### config.mk
export PLATFORM = sky130hd
export DESIGN_NAME = mdma_ctrl
export DESIGN_NICKNAME = d
export VERILOG_FILES = /design/src/rtl/mdma_pkg.sv /design/src/rtl/mdma_dp.sv /design/src/rtl/mdma_fsm.sv /design/src/rtl/mdma_ctrl.sv
export SDC_FILE = /design/constraint.sdc
export NUM_CORES = 1
export LEC_CHECK = 0
export ABC_CLOCK_PERIOD_IN_PS = 4000
export BUFFER_PORTS_ARGS = -buffer_cell sky130_fd_sc_hd__buf_2
export CAP_MARGIN = 20
export CORE_ASPECT_RATIO = 1.75
export CORE_UTILIZATION = 47
export DETAILED_ROUTE_END_ITERATION = 6
export PLACE_DENSITY = 0.84
export RECOVER_POWER = 50
export SKIP_LAST_GASP = 1
export SLEW_MARGIN = 20
export SYNTH_ARGS = -nofsm -noshare
export SYNTH_HDL_FRONTEND = slang
export SYNTH_HIERARCHICAL = 1
export SYNTH_SLANG_ARGS = --single-unit
### constraint.sdc
create_clock -name clk -period 4 [get_ports clk]
set_input_delay 0.6 -clock clk [delete_from_list [all_inputs] [get_ports clk]]
set_output_delay 0.6 -clock clk [all_outputs]
set_load 0.02 [all_outputs]
### src/rtl/mdma_pkg.sv
package mdma_pkg;
  typedef enum logic [2:0] {
    S_IDLE, S_WREQ, S_ACK, S_STB, S_REC, S_FIN
  } state_t;

  // strobes from control to datapath
  typedef struct packed {
    logic load;      // capture count and direction
    logic decr;      // one word finished
    logic latchOut;  // capture transmit word
    logic tmrStb;    // arm timer for strobe phase
    logic tmrRec;    // arm timer for recovery phase
  } ctrl_t;
endpackage

### src/rtl/mdma_dp.sv
module mdma_dp
  import mdma_pkg::*;
#(
  parameter int DATA_W     = 16,
  parameter int CNT_W      = 16,
  parameter int STROBE_CYC = 3,
  parameter int RECOV_CYC  = 2
) (
  input  logic              clk,
  input  logic              rstN,
  input  ctrl_t             ctrl,
  input  logic [CNT_W-1:0]  wordCount,
  input  logic              dirIn,
  input  logic [DATA_W-1:0] txData,
  output logic [DATA_W-1:0] outData,
  output logic              dirRead,
  output logic              cntZero,
  output logic              tmrDone
);
  localparam int TMR_MAX = (STROBE_CYC > RECOV_CYC) ? STROBE_CYC : RECOV_CYC;
  localparam int TMR_W   = (TMR_MAX < 2) ? 1 : $clog2(TMR_MAX);
  localparam logic [TMR_W-1:0] STB_LD = TMR_W'(STROBE_CYC - 1);
  localparam logic [TMR_W-1:0] REC_LD = TMR_W'(RECOV_CYC - 1);

  logic [CNT_W-1:0] cnt;
  logic [TMR_W-1:0] tmr;

  always_ff @(posedge clk) begin
    if (!rstN) begin
      cnt     <= '0;
      dirRead <= 1'b0;
      outData <= '0;
    end else begin
      if (ctrl.load) begin
        cnt     <= wordCount;
        dirRead <= dirIn;
      end else if (ctrl.decr) begin
        cnt <= cnt - 1'b1;
      end
      if (ctrl.latchOut) outData <= txData;
    end
  end

  always_ff @(posedge clk) begin
    if (!rstN)             tmr <= '0;
    else if (ctrl.tmrStb)  tmr <= STB_LD;
    else if (ctrl.tmrRec)  tmr <= REC_LD;
    else if (tmr != '0)    tmr <= tmr - 1'b1;
  end

  assign cntZero = (cnt == '0);
  assign tmrDone = (tmr == '0);

  // each finished word lowers the remaining count by exactly one
  p_count_step_r9: assert property (@(posedge clk) disable iff (!rstN)
    ctrl.decr |=> (cnt == $past(cnt) - 1'b1));
  // never finish a word when none remain
  p_no_decr_at_zero_r9: assert property (@(posedge clk) disable iff (!rstN)
    ctrl.decr |-> !cntZero);
endmodule

### src/rtl/mdma_fsm.sv
module mdma_fsm
  import mdma_pkg::*;
(
  input  logic  clk,
  input  logic  rstN,
  input  logic  start,
  input  logic  devReq,
  input  logic  txEmpty,
  input  logic  rxFull,
  input  logic  cntZero,
  input  logic  tmrDone,
  input  logic  dirRead,
  output ctrl_t ctrl,
  output logic  devAck,
  output logic  rdStrobe,
  output logic  wrStrobe,
  output logic  txPop,
  output logic  rxPush,
  output logic  busy,
  output logic  done
);
  state_t state, nxt;
  logic   fifoReady;

  assign fifoReady = dirRead ? !rxFull : !txEmpty;

  always_comb begin
    nxt  = state;
    ctrl = '0;
    case (state)
      S_IDLE: if (start) begin
        nxt       = S_WREQ;
        ctrl.load = 1'b1;
      end
      S_WREQ: begin
        if (cntZero)     nxt = S_FIN;
        else if (devReq) nxt = S_ACK;
      end
      S_ACK: begin
        if (cntZero)      nxt = S_FIN;
        else if (!devReq) nxt = S_WREQ;
        else if (fifoReady) begin
          nxt           = S_STB;
          ctrl.tmrStb   = 1'b1;
          ctrl.latchOut = !dirRead;
        end
      end
      S_STB: if (tmrDone) begin
        nxt         = S_REC;
        ctrl.tmrRec = 1'b1;
        ctrl.decr   = 1'b1;
      end
      S_REC:   if (tmrDone) nxt = S_ACK;
      S_FIN:   nxt = S_IDLE;
      default: nxt = S_IDLE;
    endcase
  end

  always_ff @(posedge clk) begin
    if (!rstN) begin
      state <= S_IDLE;
      done  <= 1'b0;
    end else begin
      state <= nxt;
      if (state == S_FIN)                done <= 1'b1;
      else if (state == S_IDLE && start) done <= 1'b0;
    end
  end

  assign devAck   = (state == S_ACK) || (state == S_STB) || (state == S_REC);
  assign rdStrobe = (state == S_STB) && dirRead;
  assign wrStrobe = (state == S_STB) && !dirRead;
  assign txPop    = ctrl.latchOut;
  assign rxPush   = (state == S_STB) && tmrDone && dirRead;
  assign busy     = (state != S_IDLE);

  // acknowledge only answers a request seen the cycle before
  p_ack_needs_req_r2: assert property (@(posedge clk) disable iff (!rstN)
    $rose(devAck) |-> $past(devReq));
  // strobes live inside acknowledge, one kind at a time
  p_strobe_in_ack_r3: assert property (@(posedge clk) disable iff (!rstN)
    (rdStrobe || wrStrobe) |-> devAck);
  p_one_strobe_r3: assert property (@(posedge clk) disable iff (!rstN)
    !(rdStrobe && wrStrobe));
  // a new strobe needs the request high the cycle before
  p_strobe_needs_req_r7: assert property (@(posedge clk) disable iff (!rstN)
    $rose(rdStrobe || wrStrobe) |-> $past(devReq));
  // FIFO gating
  p_pop_nonempty_r8: assert property (@(posedge clk) disable iff (!rstN)
    txPop |-> !txEmpty);
  p_read_room_r8: assert property (@(posedge clk) disable iff (!rstN)
    $rose(rdStrobe) |-> $past(!rxFull));
  // finished transfer has released the device
  p_done_released_r9: assert property (@(posedge clk) disable iff (!rstN)
    done |-> !devAck);
endmodule

### src/rtl/mdma_ctrl.sv
module mdma_ctrl
  import mdma_pkg::*;
#(
  parameter int DATA_W     = 16,
  parameter int CNT_W      = 16,
  parameter int STROBE_CYC = 3,
  parameter int RECOV_CYC  = 2
) (
  input  logic              clk,
  input  logic              rstN,
  input  logic              start,
  input  logic              dirRead,
  input  logic [CNT_W-1:0]  wordCount,
  output logic              busy,
  output logic              done,
  input  logic              devReq,
  output logic              devAck,
  output logic              rdStrobe,
  output logic              wrStrobe,
  output logic              csCmdN,
  output logic              csCtlN,
  input  logic [DATA_W-1:0] busDataIn,
  output logic [DATA_W-1:0] busDataOut,
  output logic              busDataOe,
  input  logic [DATA_W-1:0] txData,
  input  logic              txEmpty,
  output logic              txPop,
  output logic [DATA_W-1:0] rxData,
  input  logic              rxFull,
  output logic              rxPush
);
  ctrl_t ctrl;
  logic  dirLat, cntZero, tmrDone;

  mdma_fsm u_fsm (
    .clk(clk), .rstN(rstN), .start(start), .devReq(devReq),
    .txEmpty(txEmpty), .rxFull(rxFull), .cntZero(cntZero),
    .tmrDone(tmrDone), .dirRead(dirLat), .ctrl(ctrl), .devAck(devAck),
    .rdStrobe(rdStrobe), .wrStrobe(wrStrobe), .txPop(txPop),
    .rxPush(rxPush), .busy(busy), .done(done)
  );

  mdma_dp #(
    .DATA_W(DATA_W), .CNT_W(CNT_W),
    .STROBE_CYC(STROBE_CYC), .RECOV_CYC(RECOV_CYC)
  ) u_dp (
    .clk(clk), .rstN(rstN), .ctrl(ctrl), .wordCount(wordCount),
    .dirIn(dirRead), .txData(txData), .outData(busDataOut),
    .dirRead(dirLat), .cntZero(cntZero), .tmrDone(tmrDone)
  );

  assign csCmdN    = 1'b1;
  assign csCtlN    = 1'b1;
  assign busDataOe = devAck && !dirLat;
  assign rxData    = busDataIn;

  // bus is driven only during an acknowledged write
  p_oe_only_write_ack_r5: assert property (@(posedge clk) disable iff (!rstN)
    busDataOe |-> (devAck && !rdStrobe));
  // a push happens only on the last cycle of a read strobe
  p_push_in_read_r6: assert property (@(posedge clk) disable iff (!rstN)
    rxPush |=> !rdStrobe);
endmodule

Word level (Yosys, flattened, before mapping)

Cells that the tools add are included.

Output and inout port bits: 42
Flip-flop bits (word level): 39
Logic and storage cells: 67
Input port bits: 55

Multiplexer cells: 25
Add/sub/neg operators: 2
Eq/ne operators: 10
Reduce and logical (&&, ||, !) cells: 22
Bitwise logic cells: 1

Operators by type and width:

| operator                                                                 | count |
|---|---|
| 16-bit two-way mux                                                       | 2 |
| 3-bit two-way mux                                                        | 8 |
| 16-bit zero test                                                         | 1 |
| 16-bit by 1-bit subtractor with 16-bit output (second input constant)    | 1 |
| 3-bit case mux with 5 select lines                                       | 1 |
| 2-bit two-way mux                                                        | 7 |
| 2-bit nonzero test                                                       | 4 |
| 1-bit two-way mux                                                        | 7 |
| 3-bit by 2-bit equality test with 1-bit output (second input constant)   | 2 |
| 3-bit equality test (second input constant)                              | 2 |
| 1-bit logical AND                                                        | 6 |
| 3-bit nonzero test                                                       | 2 |
| 5-bit AND reduction                                                      | 1 |
| 2-bit by 1-bit inequality test with 1-bit output (second input constant) | 2 |
| 4-bit by 3-bit inequality test with 1-bit output (second input constant) | 1 |
| 3-bit by 1-bit equality test with 1-bit output (second input constant)   | 1 |
| 1-bit zero test                                                          | 3 |
| 3-bit zero test                                                          | 1 |
| 3-bit inequality test (second input constant)                            | 1 |
| 2-bit zero test                                                          | 1 |
| 1-bit logical OR                                                         | 2 |
| 2-bit inequality test (second input constant)                            | 1 |
| 2-bit OR reduction                                                       | 1 |
| 2-bit by 1-bit subtractor with 2-bit output (second input constant)      | 1 |
| 1-bit inverter                                                           | 1 |

Logic depth before layout (Yosys ltp)

Gate-level depths: netlist of run 1.

Depth in word-level cells: 7
Gate-level depth with buffers: 12
Mapped depth without buffers: 9

Modules after synthesis

Netlist of run 1, hierarchy kept.

By module, submodules not included:

| module    | cells an instance | seq. area each (um^2) | instances | area an instance (um^2) |
|---|---|---|---|---|
| mdma_dp   | 169               | 700.7                 | 1         | 1590.3 |
| mdma_fsm  | 52                | 80.1                  | 1         | 380.4 |
| mdma_ctrl | 20                | 0.0                   | 1         | 152.6 |

Least setup slack after synthesis of run 1

No wires, ideal clock.

Path type: reg-to-reg
Start point: register u_dp.cnt[2]
End point: register u_dp.outData[10]
Period minus slack after synthesis: 3.429 ns
Library setup time: 0.117 ns
Buffers on the path: 4
Setup slack: 0.571 ns
Required time: 3.883 ns
Data arrival time: 3.313 ns
Stages on the path, launching flop included: 12
Cells stage by stage: dfxtp_1 or4_1 clkbuf_1 nor4_1 nand2b_1 or3_1 nor3_1 buf_4 clkbuf_1 clkbuf_1 mux2i_1 nor2b_1

Word-level cells in the longest chain between the ends: 3

RTL lines:

| item                   | RTL line        | source |
|---|---|---|
| start, declared        | mdma_dp.sv:25   | `logic [CNT_W-1:0] cnt;` |
| start signal, assigned | mdma_dp.sv:35   | `cnt <= wordCount;` |
| start signal, assigned | mdma_dp.sv:38   | `cnt <= cnt - 1'b1;` |
| 16-bit zero test       | mdma_dp.sv:51   | `assign cntZero = (cnt == '0);` |
| via cntZero            | mdma_ctrl.sv:33 | `logic dirLat, cntZero, tmrDone;` |
| 2-bit two-way mux      | mdma_fsm.sv:40  | `if (cntZero) nxt = S_FIN;` |
| 2-bit two-way mux      | mdma_fsm.sv:30  | `case (state)` |
| via txPop              | mdma_ctrl.sv:27 | `output logic txPop,` |
| end signal, assigned   | mdma_dp.sv:40   | `if (ctrl.latchOut) outData <= txData;` |
| end, declared          | mdma_dp.sv:15   | `output logic [DATA_W-1:0] outData,` |

The timed path passes the listed nets, and every way through them passes these cells.
A chain may end at the register's enable or synchronous reset.

Final worst setup path of run 1

Start point: register u_dp.cnt[7]
End point: output txPop

Word-level cells in the longest chain between the ends: 3

RTL lines:

| item              | RTL line |
|---|---|
| 16-bit zero test  | mdma_dp.sv:51 |
| via cntZero       | mdma_ctrl.sv:33 |
| 2-bit two-way mux | mdma_fsm.sv:40 |
| 2-bit two-way mux | mdma_fsm.sv:30 |
| end, declared     | mdma_ctrl.sv:27 |

The timed path passes the listed nets, and every way through them passes these cells.

==> results.tsv, run 1 <==
stage	metric	value	unit
setup_path	crit path cell chain	or4_4 > or4_4 > nor4_1 > nand2b_1 > or3_1 > nor3_2 > buf_2	
power	P_leak	0.943	nW
die	cell row count	32	
worst_hold_path	hold_sp	u_dp/cnt[15]	
die	die height	90.9	µm
final_layout	Layout Utilization	55.1	%
setup_path	worst reg-to-reg setup slack	830	ps
sta	Slew @ Worst Pin	1350	ps
clock_tree	Clk Latency, worst-skew pair	290	ps
final_layout	most frequent cells in the layout	buf_2 (43), dfxtp_1 (39), clkbuf_1 (20), mux2i_1 (20), nor2b_1 (19)	
yosys	ys flop type	dfxtp_1	
setup_path	reg-to-reg startpoint	u_dp/cnt[7]	
power	PwrDens	533	nW/µm²
yosys	largest family of logic cells by synthesized area	simple AND/OR/NAND/NOR gates	
detailed_routing	drt first pass iters	4	
clock_tree	postcts setup bufs	0	
detailed_routing	DR vias/cell	5.25	
yosys	Synth Area in Compound Gates	11.8	%
yosys	syn_area_per_cell	8.81	µm²
final_layout	register area	781	µm²
yosys	Yosys reg bits	39	
die	IO Pins	97	
yosys	Yosys top cell area share	36.8	%
sta	clk_skew	9.46	ps
worst_hold_path	hold path depth	2	
yosys	cells after synthesis	241	
global_route	largest net degree at the start of global routing	41	
setup_path	worst r2r dst	u_dp/outData[10]	
setup_path	Worst Path Max Fanout	5	
sta	Hold Slack	510	ps
yosys	Post-Synth Simple-Gate Area	24.1	%
final_layout	fillers	427	
clock_tree	CTS clk-pin slew, worst paths	80	ps
worst_hold_path	HP Class	flop to flop	
final_layout	synth-to-layout area growth	13.3	%
clock_tree	clock root cell	clkbuf_8	
global_route	GR Overflow Total	0	
yosys	synth top area cells	dfxtp_1 (37%), mux2i_1 (9.4%), buf_4 (7.4%)	
final_layout	area of the multi-input gates	1130	µm²
yosys	post-synth top area cell	dfxtp_1	
setup_path	kind of end point of the critical path	output pin	
setup_path	Max stage delay on crit path	640	ps
global_route	gr usage total	19.1	%
detailed_routing	remaining antenna violation count after routing	0	
sta	TNS Setup	0	ps
power	worst vdd ir	301	µV
sta	Period Utilization, post-route	89.5	%
clock_tree	TritonCTS Buffers	5	
place	port bufs	62	
final_layout	Design Area, Final	2410	µm²
final_layout	filler-free cell count of the finished design	333	
setup_path	crit path kind	flop to output pin	
final_layout	n_diodes	0	
global_route	initial antenna violation count	0	
detailed_routing	Post-Route WL	4.33	mm
setup_path	startpoint types	flop	
setup_path	most used cell, CP	or4_4	
detailed_routing	routed wire length per instance	13.0	µm
place	pre-CTS WS	772	ps
final_layout	Layout Nets	338	
status	status	completed	
clock_tree	CTS tree	yes	
sta	final setup fails	0	
setup_path	slowest CP cell	nor4_1	
clock_tree	# H-tree levels	2	
detailed_routing	# DRC	0	
setup_path	reg2reg path depth	9	
worst_hold_path	worst hold endpoint	u_dp/cnt[15]	
die	Core ar.	4360	µm²
place	dpl cells	325	
yosys	Synth Area in Adders	1.18	%
yosys	post-synthesis mux area share	10.5	%
setup_path	CP arrival	2980	ps
clock_tree	# resized after CTS	0	
yosys	XOR/XNOR share of the synthesized area	4.95	%
detailed_routing	initial DRC count	42	
die	Initial Util	48.7	%
clock_tree	CTS Sinks	39	
global_route	first-pass GRT wire length	6.98	mm
power	total design power	1.28	mW
yosys	Yosys Warn Count	6	
yosys	synthesized cell area	2120	µm²
sta	Final Max Slew Viols	0	
sta	final worst setup slack	421	ps
sta	minimum clock period after layout	3580	ps
sta	Slew headroom	10.1	%
yosys	fraction of registers with async set/reset	0	%
clock_tree	hold buffer count at CTS	0	
global_route	number of global-route vias before repair	1674	
yosys	sequential area share after synthesis	36.8	%
final_layout	layout cell share with drive strength beyond 1	22.7	%
final_layout	commonest non-fill, non-tap cell in the layout	buf_2	
setup_path	required time of the critical path	3400	ps
place	Area after DPL	2320	µm²
yosys	Cell variety after synth	45	
die	DIE WIDTH	52.8	µm
yosys	Post-synth EDFFs	0	
sta	fmax	279	MHz
sta	Final Hold Viols	0	
clock_tree	clock tree buffer depth	2	
detailed_routing	detailed-route via count	1749	
place	hpwl dp	3.10	mm
sta	setup repair after global routing missed its margin	false	
flow_run	maximum capacitance violations	0	
die	Die ar.	4800	µm²
place	GPL Wtd Cong	0.826	
-- logic make-up after synthesis --
group                      count (synthesis)
AOI/OAI and AO/OA                         41
muxes                                     22
xor gates and xnor gates                  12
and+or+nand+nor                           86
other                                      1
adders and majority gates                  2
DFF                                       39
buffers and inverters                     38
-- final cells by class --
type / count / share of cell area [%]
Clock buffer: 5 / 2.86
Clock inverter: 3 / 1.82
Inverter: 6 / 0.936
Multi-Input combinational cell: 165 / 46.9
Sequential cell: 39 / 32.4
Tap cell: 51 / 2.65
Timing Repair Buffer: 64 / 12.4
-- synth_stat cells, types with 3 or more instances --
cell type and count:
dfxtp_1 39, buf_4 21, mux2i_1 20, nor2b_1 19
nor2_1 14, o21ai_0 14, a21oi_1 12, clkbuf_1 10
xnor2_1 10, nand2_1 9, nor3_1 8, nand2b_1 7
inv_1 6, nor4_1 6, and2_1 3, nor3b_1 3
-- critical path, delay by kind of cell, from the launching register on --
| family | cells | cell delay [ps] |
|---|---|---|
| buffers and inverters | 1 | 160 |
| DFF | 1 | 350 |
| and+or+nand+nor | 6 | 2190 |
-- power breakdown --
| part | switching [mW] | internal [mW] |
|---|---|---|
| Combinational | 0.235 | 0.194 |
| Sequential | 0.0750 | 0.454 |
| Clock | 0.140 | 0.186 |
| Total | 0.450 | 0.834 |
-- how the worst max path moves through the flow --
| stage | start | to | slack [ps] | depth (start not counted) |
|---|---|---|---|---|
| after floorplan | u_dp/cnt[2] | u_dp/outData[10] | 570 | 11 |
| after global placement | u_dp/cnt[7] | txPop | 850 | 7 |
| after detailed placement | u_dp/cnt[7] | txPop | 770 | 7 |
| after CTS | u_dp/cnt[7] | txPop | 450 | 7 |
| after global routing | u_dp/cnt[7] | txPop | 220 | 7 |
| final | u_dp/cnt[7] | txPop | 420 | 7 |
-- layer usage --
| metal | vias up | track usage [%] | part of all wire [%] |
|---|---|---|---|
| li1 | 894 | - | - |
| met1 | 803 | 19.3 | 40 |
| met2 | 44 | 35.1 | 54 |
| met3 | 8 | 3.20 | 3.5 |
| met4 | 0 | 9.65 | 1.7 |
| met5 | - | 0 | 0 |
-- state kept, by name, summed over array words and instances, names as in the netlist --
name and cells:
u_fsm/state 3, u_dp/dirRead 1, u_dp/outData 16, u_dp/tmr 2, u_dp/cnt 16, u_fsm/done 1
Note: power is estimated with default switching activity, not from simulation.
==> run 2: changes to the inputs <==
--- a/config.mk
+++ b/config.mk
@@ -5,13 +5,13 @@
 export SDC_FILE = /design/constraint.sdc
 export NUM_CORES = 1
 export LEC_CHECK = 0
-export ABC_CLOCK_PERIOD_IN_PS = 4000
+export ABC_CLOCK_PERIOD_IN_PS = 4300
 export BUFFER_PORTS_ARGS = -buffer_cell sky130_fd_sc_hd__buf_2
 export CAP_MARGIN = 20
 export CORE_ASPECT_RATIO = 1.75
-export CORE_UTILIZATION = 47
+export CORE_UTILIZATION = 50
 export DETAILED_ROUTE_END_ITERATION = 6
-export PLACE_DENSITY = 0.84
+export PLACE_DENSITY = 0.89
 export RECOVER_POWER = 50
 export SKIP_LAST_GASP = 1
 export SLEW_MARGIN = 20
==> constraint.sdc (replaced) <==
create_clock -name clk -period 4.3 [get_ports clk]
set_input_delay 0.645 -clock clk [delete_from_list [all_inputs] [get_ports clk]]
set_output_delay 0.645 -clock clk [all_outputs]
set_load 0.02 [all_outputs]
==> results.tsv, run 2 (synthesized netlist as in run 1, its figures left out) <==
stage	metric	value	unit	change
final_layout	most frequent cells in the layout	buf_2 (43), dfxtp_1 (39), clkbuf_1 (20), mux2i_1 (20), nor2b_1 (19)		
final_layout	Design Area, Final	2400	µm²	-0.10%
status	status	completed		
place	hpwl dp	3.05	mm	-1.6%
setup_path	startpoint types	flop		
clock_tree	TritonCTS Buffers	5		unchanged
global_route	gr usage total	20.2	%	+1.0 points
sta	minimum clock period after layout	3870	ps	
clock_tree	# H-tree levels	2		unchanged
power	internal power	776	µW	-6.9%
final_layout	Layout Nets	338		unchanged
setup_path	kind of end point of the critical path	output pin		
die	Core ar.	4110	µm²	-5.8%
power	Seq pwr share	41.0	%	-0.2 points
setup_path	worst r2r dst	u_dp/outData[6]		
clock_tree	CTS tree	yes		
place	Area after DPL	2320	µm²	-0.11%
sta	Final Hold Viols	0		unchanged
clock_tree	clock root cell	clkbuf_8		
clock_tree	CTS Sinks	39		unchanged
die	DIE WIDTH	51.3	µm	-2.9%
final_layout	commonest non-fill, non-tap cell in the layout	buf_2		
setup_path	required time of the critical path	3650	ps	+250 ps
setup_path	Worst Path Max Fanout	17		+12
sta	Hold Slack	521	ps	+10.8 ps
place	dpl cells	323		-0.62%
power	PwrDens	502	nW/µm²	-6.0%
place	GPL Wtd Cong	0.860		+4.1%
die	IO Pins	97		unchanged
detailed_routing	remaining antenna violation count after routing	0		unchanged
setup_path	reg2reg path depth	9		unchanged
global_route	first-pass GRT wire length	6.91	mm	-1.1%
final_layout	Layout Utilization	58.5	%	+3.3 points
sta	setup repair after global routing missed its margin	false		
detailed_routing	drt first pass iters	4		unchanged
sta	Period Utilization, post-route	90.0	%	
final_layout	biggest registers after layout	u_dp/cnt (16), u_dp/outData (16), u_fsm/state (3)		
global_route	initial antenna violation count	0		unchanged
power	worst vdd ir	324	µV	+7.8%
power	Logic pwr share	33.6	%	+0.2 points
final_layout	n_diodes	0		unchanged
global_route	largest net degree at the start of global routing	41		unchanged
sta	final setup fails	0		unchanged
place	pre-CTS WS	779	ps	+6.91 ps
clock_tree	clock tree buffer depth	2		unchanged
power	P_leak	0.943	nW	unchanged
detailed_routing	routed wire length per instance	13.1	µm	+0.35%
setup_path	crit path to	txPop		
die	Die ar.	4520	µm²	-5.8%
flow_run	maximum capacitance violations	0		unchanged
setup_path	crit path kind	flop to output pin		
setup_path	CP arrival	3220	ps	+240 ps
sta	Final Max Slew Viols	0		unchanged
power	total design power	1.21	mW	-6.1%
power	switch share	35.6	%	+0.59 points
clock_tree	Clk Latency, worst-skew pair	300	ps	about the same
detailed_routing	DR vias/cell	5.32		+1.2%
die	die height	88.2	µm	-3.0%
final_layout	area of the multi-input gates	1130	µm²	unchanged
setup_path	first element of the critical path	u_dp/cnt[7]		
die	Initial Util	51.6	%	+3.0 points
clock_tree	postcts setup bufs	0		unchanged
setup_path	reg-to-reg startpoint	u_dp/cnt[7]		
sta	final worst setup slack	432	ps	+11.2 ps
detailed_routing	detailed-route via count	1760		+0.63%
clock_tree	# resized after CTS	0		unchanged
global_route	number of global-route vias before repair	1631		-2.6%
final_layout	fillers	393		-8.0%
detailed_routing	# DRC	0		unchanged
detailed_routing	Post-Route WL	4.32	mm	-0.25%
final_layout	register area	781	µm²	unchanged
sta	fmax	259	MHz	
setup_path	worst reg-to-reg setup slack	1180	ps	+350 ps
final_layout	layout cell share with drive strength beyond 1	22.7	%	unchanged
sta	Slew headroom	8.16	%	-2.0 points
power	Clock power frac	25.5	%	about the same
place	port bufs	62		unchanged
sta	clk_skew	8.85	ps	-0.608 ps
sta	Slew @ Worst Pin	1380	ps	+29.5 ps
clock_tree	CTS clk-pin slew, worst paths	80	ps	about the same
power	P_sw	430	µW	-4.5%
global_route	GR Overflow Total	0		unchanged
worst_hold_path	HP Class	flop to flop		
final_layout	synth-to-layout area growth	13.2	%	
die	cell row count	31		-3.1%
clock_tree	hold buffer count at CTS	0		unchanged
detailed_routing	initial DRC count	39		-7.1%
sta	TNS Setup	0	ps	unchanged
final_layout	filler-free cell count of the finished design	331		-0.60%
[run 2: cell counts in the layout (fill, tap and decap cells not counted)]
Identical to the previous run, type by type.
[run 2: routing by layer]
layer,wire [µm],up-vias,global-route usage [%]
met5,0,-,0
met4,100,0,12.5
met3,189,10,4.34
met2,2340,44,36.1
met1,1690,820,20.8
li1,-,886,-
[run 2: layout make-up]
class / instances / share of cell area, %
Sequential cell: 39 / 32.5
Clock inverter: 3 / 1.82
Tap cell: 49 / 2.55
Clock buffer: 5 / 2.86
Timing Repair Buffer: 64 / 12.4
Multi-Input combinational cell: 165 / 47.0
Inverter: 6 / 0.937
[run 2: critical path, stage by stage, from the launching register on]
cell and delay (ps):
dfxtp_1 360, or4_4 580, or4_4 510, nor4_1 590
nand2b_1 260, or3_1 160, nor3_2 40, buf_4 230
buf_2 190
[run 2: power groups by stage]
stage / combinational (mW) / clock, mW / sequential (mW)
finish: 0.404 / 0.307 / 0.494
global route: 0.453 / 0.330 / 0.504
CTS: 0.411 / 0.312 / 0.491
detailed placement: 0.404 / 0 / 0.499
global placement: 0.395 / 0 / 0.495
floorplan: 0.359 / 0 / 0.478
[run 2: worst min-delay path by stage]
stage,cells after the start,end,from
floorplan,2,u_dp/cnt[15],u_dp/cnt[15]
global placement,2,u_dp/cnt[15],u_dp/cnt[15]
detailed placement,2,u_dp/outData[4],u_dp/outData[4]
CTS,2,u_dp/cnt[15],u_dp/cnt[15]
global route,2,u_dp/cnt[15],u_dp/cnt[15]
finish,2,u_dp/outData[8],u_dp/outData[8]
==> run 3: changes to the inputs <==
--- a/config.mk
+++ b/config.mk
@@ -5,13 +5,12 @@
 export SDC_FILE = /design/constraint.sdc
 export NUM_CORES = 1
 export LEC_CHECK = 0
-export ABC_CLOCK_PERIOD_IN_PS = 4300
+export ABC_CLOCK_PERIOD_IN_PS = 3700
 export BUFFER_PORTS_ARGS = -buffer_cell sky130_fd_sc_hd__buf_2
-export CAP_MARGIN = 20
 export CORE_ASPECT_RATIO = 1.75
-export CORE_UTILIZATION = 50
+export CORE_UTILIZATION = 47
 export DETAILED_ROUTE_END_ITERATION = 6
-export PLACE_DENSITY = 0.89
+export PLACE_DENSITY = 0.84
 export RECOVER_POWER = 50
 export SKIP_LAST_GASP = 1
 export SLEW_MARGIN = 20
==> constraint.sdc (replaced) <==
create_clock -name clk -period 3.7 [get_ports clk]
set_input_delay 0.555 -clock clk [delete_from_list [all_inputs] [get_ports clk]]
set_output_delay 0.555 -clock clk [all_outputs]
set_load 0.02 [all_outputs]
==> results.tsv, run 3 (synthesized netlist as in run 1, its figures left out) <==
stage	metric	value	unit	change
status	status	completed		
place	GPL Wtd Cong	0.826		-3.9%
clock_tree	CTS tree	yes		
die	DIE WIDTH	52.8	µm	+3.0%
flow_run	maximum capacitance violations	0		unchanged
sta	setup repair after global routing missed its margin	false		
die	IO Pins	97		unchanged
clock_tree	CTS clk-pin slew, worst paths	70	ps	about the same
clock_tree	# resized after CTS	0		unchanged
setup_path	required time of the critical path	3140	ps	-510 ps
sta	final worst setup slack	198	ps	-234 ps
sta	fmax	286	MHz	
setup_path	Worst Path Max Fanout	5		-12
final_layout	synth-to-layout area growth	11.8	%	
global_route	number of global-route vias before repair	1616		-0.92%
detailed_routing	remaining antenna violation count after routing	0		unchanged
global_route	gr usage total	18.9	%	-1.3 points
worst_hold_path	hold path depth	2		unchanged
clock_tree	clock tree buffer depth	2		unchanged
final_layout	biggest registers after layout	u_dp/cnt (16), u_dp/outData (16), u_fsm/state (3)		
final_layout	register area	781	µm²	unchanged
final_layout	area of the multi-input gates	1130	µm²	unchanged
final_layout	n_diodes	0		unchanged
clock_tree	# H-tree levels	2		unchanged
detailed_routing	initial DRC count	24		-38%
sta	Hold Slack	498	ps	-23.5 ps
setup_path	crit path kind	flop to output pin		
setup_path	startpoint types	flop		
worst_hold_path	HP Class	input pin to flop		
place	hpwl dp	3.03	mm	-0.84%
power	worst vdd ir	311	µV	-4.0%
global_route	largest net degree at the start of global routing	41		unchanged
sta	TNS Setup	0	ps	unchanged
sta	Final Max Slew Viols	0		unchanged
global_route	initial antenna violation count	0		unchanged
clock_tree	TritonCTS Buffers	5		unchanged
place	port bufs	62		unchanged
final_layout	layout cell share with drive strength beyond 1	22.0	%	-0.71 points
clock_tree	postcts setup bufs	0		unchanged
sta	Period Utilization, post-route	94.7	%	
sta	Final Hold Viols	0		unchanged
final_layout	filler-free cell count of the finished design	333		+0.60%
final_layout	commonest non-fill, non-tap cell in the layout	buf_2		
detailed_routing	DR vias/cell	5.23		-1.7%
final_layout	fillers	422		+7.4%
sta	final setup fails	0		unchanged
detailed_routing	routed wire length per instance	12.2	µm	-6.3%
setup_path	reg2reg path depth	9		unchanged
die	cell row count	32		+3.2%
detailed_routing	detailed-route via count	1740		-1.1%
setup_path	kind of end point of the critical path	output pin		
power	P_leak	0.926	nW	-1.8%
die	Core ar.	4360	µm²	+6.1%
clock_tree	clock root cell	clkbuf_8		
place	pre-CTS WS	512	ps	-268 ps
detailed_routing	drt first pass iters	4		unchanged
die	Die ar.	4800	µm²	+6.2%
clock_tree	Clk Latency, worst-skew pair	290	ps	about the same
die	Initial Util	48.7	%	-3.0 points
global_route	first-pass GRT wire length	6.78	mm	-1.9%
final_layout	most frequent cells in the layout	buf_2 (43), dfxtp_1 (39), clkbuf_1 (22), mux2i_1 (20), nor2b_1 (19)		
final_layout	Layout Utilization	54.4	%	-4.0 points
sta	Slew headroom	9.94	%	+1.8 points
clock_tree	CTS Sinks	39		unchanged
sta	clk_skew	3.75	ps	-5.10 ps
power	PwrDens	547	nW/µm²	+9.0%
detailed_routing	Post-Route WL	4.08	mm	-5.7%
global_route	GR Overflow Total	0		unchanged
clock_tree	hold buffer count at CTS	0		unchanged
final_layout	Layout Nets	338		unchanged
detailed_routing	# DRC	0		unchanged
place	dpl cells	325		+0.62%
sta	Slew @ Worst Pin	1350	ps	-26.7 ps
setup_path	CP arrival	2950	ps	-270 ps
sta	minimum clock period after layout	3500	ps	
die	die height	90.9	µm	+3.1%
-- run 3: final cells by class --
type	count	area share, %
clock inverter	1	0.211
sequential	39	32.9
timing repair buffer	64	12.5
inverter	6	0.948
clock buffer	7	3.21
multi-input combinational	165	47.5
tap	51	2.69
-- run 3: where the power goes --
part / internal (mW) / switching (mW) / total, mW
registers: 0.491 / 0.0793 / 0.570
clock network: 0.132 / 0.138 / 0.270
logic: 0.209 / 0.248 / 0.457
total: 0.832 / 0.465 / 1.30
-- run 3: path summary, 6_finish.rpt --
check                from         endpoint  slack [ps]
min reg2reg  u_dp/cnt[15]     u_dp/cnt[15]         500
max reg2reg   u_dp/cnt[7]  u_dp/outData[0]         610
min          wordCount[0]      u_dp/cnt[0]         500
max           u_dp/cnt[7]            txPop         200
-- run 3: metal layers --
metal  up-vias  track usage, %  share of wire [%]
li1        889               -                  -
met1       793            19.7                 39
met2        44            32.8                 53
met3        14            4.55                4.3
met4         0            10.1                3.3
met5         -               0                  0
-- run 3: metrics by stage --
step / cell area (µm²) / total power [mW]
4_1_cts: 2400 / 1.32
2_1_floorplan: 2130 / 0.973
3_3_place_gp: 2320 / 1.03
6_report: 2370 / 1.30
5_1_grt: 2370 / 1.41
3_5_place_dp: 2320 / 1.04
-- run 3: worst max-delay path, stage by stage, from the launching register on --
cell      delay (ps)
dfxtp_1          350
or4_4            580
or4_4            500
nor4_1           600
nand2b_1         250
or3_1            160
nor3_2            50
buf_2            160
